**config.mk**
```make
export PLATFORM = sky130hd
export DESIGN_NAME = gpio_port16
export DESIGN_NICKNAME = d
export VERILOG_FILES = /design/src/rtl/gpio_port16.sv
export SDC_FILE = /design/constraint.sdc
export NUM_CORES = 1
export LEC_CHECK = 0
export ABC_AREA = 1
export BUFFER_PORTS_ARGS = -buffer_cell sky130_fd_sc_hd__buf_2
export CAP_MARGIN = 20
export CORE_AREA = 3 3 139 141
export DETAILED_ROUTE_END_ITERATION = 16
export DIE_AREA = 0 0 142 144
export GPL_TIMING_DRIVEN = 0
export PLACE_DENSITY = 0.85
export REMOVE_ABC_BUFFERS = 1
export SYNTH_ARGS = -nofsm -noshare
export SYNTH_HDL_FRONTEND = slang
export SYNTH_SLANG_ARGS = --single-unit
```
**constraint.sdc**
```tcl
create_clock -name clk -period 3.1 [get_ports clk]
set_clock_uncertainty 0.15 [all_clocks]
set_input_delay 0.62 -clock clk [delete_from_list [all_inputs] [get_ports clk]]
set_output_delay 0.62 -clock clk [all_outputs]
set_load 0.05 [all_outputs]
```
**src/rtl/gpio_port16.sv**
```systemverilog
module gpio_port16 #(
  parameter int ADDR_W = 6
) (
  input  logic              clk,
  input  logic              rst_n,
  input  logic              bus_wr,
  input  logic [ADDR_W-1:0] bus_addr,
  input  logic [31:0]       bus_wdata,
  output logic [31:0]       bus_rdata,
  input  logic [15:0]       pad_in,
  output logic [15:0]       pad_oe,
  output logic [15:0]       pad_out,
  output logic [15:0]       pad_od,
  output logic [15:0]       pad_pu,
  output logic [15:0]       pad_pd,
  output logic [15:0]       pad_alt_en,
  output logic [31:0]       pad_speed,
  output logic [63:0]       pad_af_sel
);
  localparam int NPIN = 16;
  localparam int WW   = ADDR_W - 2;
  localparam logic [WW-1:0] W_MODE = WW'(0), W_TYPE = WW'(1), W_SPD = WW'(2),
    W_PULL = WW'(3), W_DIN = WW'(4), W_DOUT = WW'(5), W_SETCLR = WW'(6),
    W_AFLO = WW'(8), W_AFHI = WW'(9);

  logic [2*NPIN-1:0] mode_q, spd_q, pull_q;
  logic [NPIN-1:0]   type_q, dout_q, meta_q, din_q;
  logic [31:0]       aflo_q, afhi_q;
  logic [WW-1:0]     widx;

  assign widx = bus_addr[ADDR_W-1:2];

  always_ff @(posedge clk or negedge rst_n) begin
    if (!rst_n) begin
      mode_q <= '0; spd_q <= '0; pull_q <= '0;
      type_q <= '0; dout_q <= '0; meta_q <= '0; din_q <= '0;
      aflo_q <= '0; afhi_q <= '0;
    end else begin
      meta_q <= pad_in;
      din_q  <= meta_q;
      if (bus_wr) begin
        case (widx)
          W_MODE:   mode_q <= bus_wdata;
          W_TYPE:   type_q <= bus_wdata[NPIN-1:0];
          W_SPD:    spd_q  <= bus_wdata;
          W_PULL:   pull_q <= bus_wdata;
          W_DOUT:   dout_q <= bus_wdata[NPIN-1:0];
          W_SETCLR: dout_q <= (dout_q & ~bus_wdata[31:16]) | bus_wdata[15:0];
          W_AFLO:   aflo_q <= bus_wdata;
          W_AFHI:   afhi_q <= bus_wdata;
          default: ;
        endcase
      end
    end
  end

  always_comb begin
    case (widx)
      W_MODE:  bus_rdata = mode_q;
      W_TYPE:  bus_rdata = {16'h0, type_q};
      W_SPD:   bus_rdata = spd_q;
      W_PULL:  bus_rdata = pull_q;
      W_DIN:   bus_rdata = {16'h0, din_q};
      W_DOUT:  bus_rdata = {16'h0, dout_q};
      W_AFLO:  bus_rdata = aflo_q;
      W_AFHI:  bus_rdata = afhi_q;
      default: bus_rdata = '0;
    endcase
  end

  for (genvar g = 0; g < NPIN; g++) begin : g_pin
    logic [1:0] md, pl;
    assign md            = mode_q[2*g +: 2];
    assign pl            = pull_q[2*g +: 2];
    assign pad_oe[g]     = (md == 2'd1) && (!type_q[g] || !dout_q[g]);
    assign pad_alt_en[g] = (md == 2'd2);
    assign pad_pu[g]     = (pl == 2'd1);
    assign pad_pd[g]     = (pl == 2'd2);
  end

  assign pad_out    = dout_q;
  assign pad_od     = type_q;
  assign pad_speed  = spd_q;
  assign pad_af_sel = {afhi_q, aflo_q};


  setclr_set_chk: assert property (@(posedge clk) disable iff (!rst_n)
    (bus_wr && widx == W_SETCLR) |=>
      ((pad_out & $past(bus_wdata[15:0])) == $past(bus_wdata[15:0])));


  setclr_clr_chk: assert property (@(posedge clk) disable iff (!rst_n)
    (bus_wr && widx == W_SETCLR) |=>
      ((pad_out & $past(bus_wdata[31:16] & ~bus_wdata[15:0])) == 16'h0));


  dout_hold_chk: assert property (@(posedge clk) disable iff (!rst_n)
    !bus_wr |=> $stable(pad_out));


  oe_hold_chk: assert property (@(posedge clk) disable iff (!rst_n)
    !bus_wr |=> $stable(pad_oe));


  lock_write_chk: assert property (@(posedge clk) disable iff (!rst_n)
    (bus_wr && (widx == W_DIN || widx > W_AFHI || widx == WW'(7))) |=>
      ($stable(pad_out) && $stable(pad_af_sel) && $stable(pad_speed)));
endmodule

```
==> qor.txt <==
Outcome = finished, final reports clean
Fillers = 1381
XOR/XNOR share of the synthesized area = 0%
Min Tclk post-route = 2.994 ns
Core area = 18090 sq um
Root buffer cell = clkbuf_16
Power per cell area = 841.6 nW/um^2
R2R depth = 4
RSZ-0062 raised after global routing = false
Adder-cell share of the synthesized area = 0%
Htree depth = 1
Layout cells sized above 1 = 23.00%
Final worst-path cycle share = 96.58%
Max Freq = 334.0 MHz
Tightest Hold Check Type = input pin to flop
WL met1 = 13150 microns
Top routing layer used = met5
Mux share of post-synthesis cell area = 0%
Reg-to-reg endpoint = pad_out[5]
Routed wire length on met2 = 16380 microns
Worst skew pair latency = 0.51 ns
Setup-failing EPs final = 0
Initial core utilization = 57.01%
Iteration-0 DRC Markers = 959
Initial antenna violation count = 1
Layout area overhead = 25.87%
Worst VDD drop = 0.6930 mV
DP HPWL = 22000 microns
Clock Sinks = 224
Setup crit end kind = primary output
CTS tree = yes
GRT Total Usage = 32.76%
Worst Min Path Start = pad_in[0]
CP max FO = 17
CTS buffer count = 24
CTS Buffer Depth = 3
Synth Area in Simple Gates = 24.62%
Main combinational cell family by area after synthesis = simple AND/OR/NAND/NOR gates
Final hold vios = 0
Worst EP required = 2.33 ns
Vias/cell = 5.656
Die area = 20450 sq um
Worst-path clk slew = 0.06 ns
Hold Path Cell Cnt = 1
Flops & latches, synth = 224
Post-synthesis compound-gate area fraction = 13.65%
Critical path class = input pin to primary output
DP Worst Slack = -0.6598 ns
Post-DRT Antenna Nets = 0
Gate count of the mapped netlist = 1285
Nets = 1605
First-pass GRT wire length = 52440 microns
Post-route design area = 12980 sq um
DP Area = 12000 sq um
Worst slew pin tran = 0.8904 ns
Die extent in x = 142 microns
Mapped Area = 10310 sq um
Final WS setup = 0.1060 ns
Commonest non-fill, non-tap cell in the layout = nand2_1
Detailed Routing Iterations Pass 1 = 5
Launching point of the worst reg2reg path = pad_out[5]
Worst relative slew slack = 40.50%
Ys Warns = 0
Mean Syn Cell Area = 8.024 sq um
Reg2Reg Setup Slack = 1.99 ns
Routed vias = 10170
WHS = 0.06281 ns
Post-Route WL = 34340 microns
P_leak = 0.006779 uW
Max-Cap Viols = 0
Residual DRC = 0
Num rows = 49
GPL Wtd Cong = 0.8800
Commonest cells after routing, fill and taps aside = nand2_1 (417), buf_2 (277), dfrtp_1 (224)
IO Port Bufs = 278
CP startpoint kind = input pin
Largest net degree at the start of global routing = 99
WL met3 = 3373 microns
Number of global-route vias before repair = 9701
Grt total ovfl = 0
Final setup TNS = 0 ns
Netlist cell types = 18
I/O pin count = 281
Arrival @ worst endpoint = 2.22 ns
DIE HEIGHT = 144 microns
Sequential fraction of the synthesis area = 54.36%
Worst Hold Path EP = meta_q[0]
Slew Limit Fails = 0
Avg WL per Cell = 19.10 microns
[through the flow]
stage | std cells | util [%] | total power [uW]
after floorplan | 1221 | - | 6848
after global routing | 1794 | 71.71 | 11340
after CTS | 1788 | 71.17 | 10920
after global placement | 1728 | 64.68 | 7850
after detailed placement | 1740 | 66.36 | 7962
final | 1798 | 71.76 | 10920
[where the power goes]
group | total [uW] | leakage, uW | internal (uW) | switching (uW)
clock | 2950 | 0.000408 | 1800 | 1150
combinational | 3950 | 0.00364 | 863 | 3090
sequential | 4020 | 0.00273 | 3490 | 529
[state kept, by name, indices dropped and copies added (netlist names)]
name / flops
meta_q: 16
aflo_q: 32
pad_speed: 32
pull_q: 32
din_q: 16
pad_out: 16
pad_od: 16
mode_q: 32
afhi_q: 32
[synthesized netlist by cell type]
| master | n | area share [%] |
|---|---|---|
| clkbuf_1 | 24 | 0.87 |
| o21ai_0 | 131 | 6.4 |
| inv_1 | 120 | 4.4 |
| a21oi_1 | 16 | 0.78 |
| a21oi_4 | 1 | 0.16 |
| nor2_2 | 3 | 0.18 |
| nand2_2 | 3 | 0.18 |
| nand3_1 | 112 | 5.4 |
| dfrtp_1 | 224 | 54 |
| nor2_4 | 5 | 0.55 |
| buf_1 | 2 | 0.073 |
| nand2_1 | 418 | 15 |
| inv_2 | 5 | 0.18 |
| o21ai_1 | 35 | 1.7 |
| o21a_1 | 64 | 4.7 |
| buf_4 | 1 | 0.073 |
| nor2_1 | 84 | 3.1 |
| buf_2 | 37 | 1.8 |
[metal layers]
layer / up-vias / track usage, %
li1: 4617 / -
met1: 4834 / 43.20
met2: 592 / 53.84
met3: 125 / 5.952
met4: 2 / 14.04
met5: - / 0
[timing repair]
action	4_1_cts	5_1_grt
endpoints found under the hold margin	61	0
hold buffers	1	0
endpoints found under the setup margin	32	9
gates cloned	1	1
pin swaps	3	3
gates resized for setup	2	1
setup buffers	3	3
[final cells by class]
type	count	area, sq um	share of cell area, %
Clock buffer	37	740.7	5.707
Sequential cell	224	5605	43.19
Multi-Input combinational cell	874	4013	30.92
Clock inverter	6	80.08	0.6170
Antenna cell	4	10.01	0.07712
Timing Repair Buffer	299	1774	13.67
Inverter	125	469.2	3.615
Tap cell	229	286.5	2.208
[cells by family (layout without fill, tap and decap cells)]
kind of cell | Yosys count | after routing
AND/OR/NAND/NOR | 625 | 627
other | 0 | 4
AO/OA/AOI/OAI | 247 | 247
buffers and inverters | 189 | 467
flip-flops | 224 | 224
[critical path: stages]
cell	delay, ns
buf_2	0.17
inv_2	0.11
nand2_1	0.14
nor2_4	0.56
nand2_1	0.12
nand2_1	0.11
nor2_1	0.06
nand2_1	0.06
buf_2	0.25
[worst max path at each step]
stage / to / cells after the start / slack, ns / from
final: bus_rdata[7] / 9 / 0.11 / bus_addr[3]
after global routing: bus_rdata[7] / 9 / 0.01 / bus_addr[3]
after CTS: bus_rdata[18] / 8 / 0.02 / bus_addr[3]
after detailed placement: bus_rdata[12] / 8 / -0.66 / bus_addr[5]
after global placement: bus_rdata[12] / 7 / -5.16 / bus_addr[4]
after floorplan: bus_rdata[16] / 5 / -1.40 / bus_addr[4]
Power figures use the tool's default switching activity.
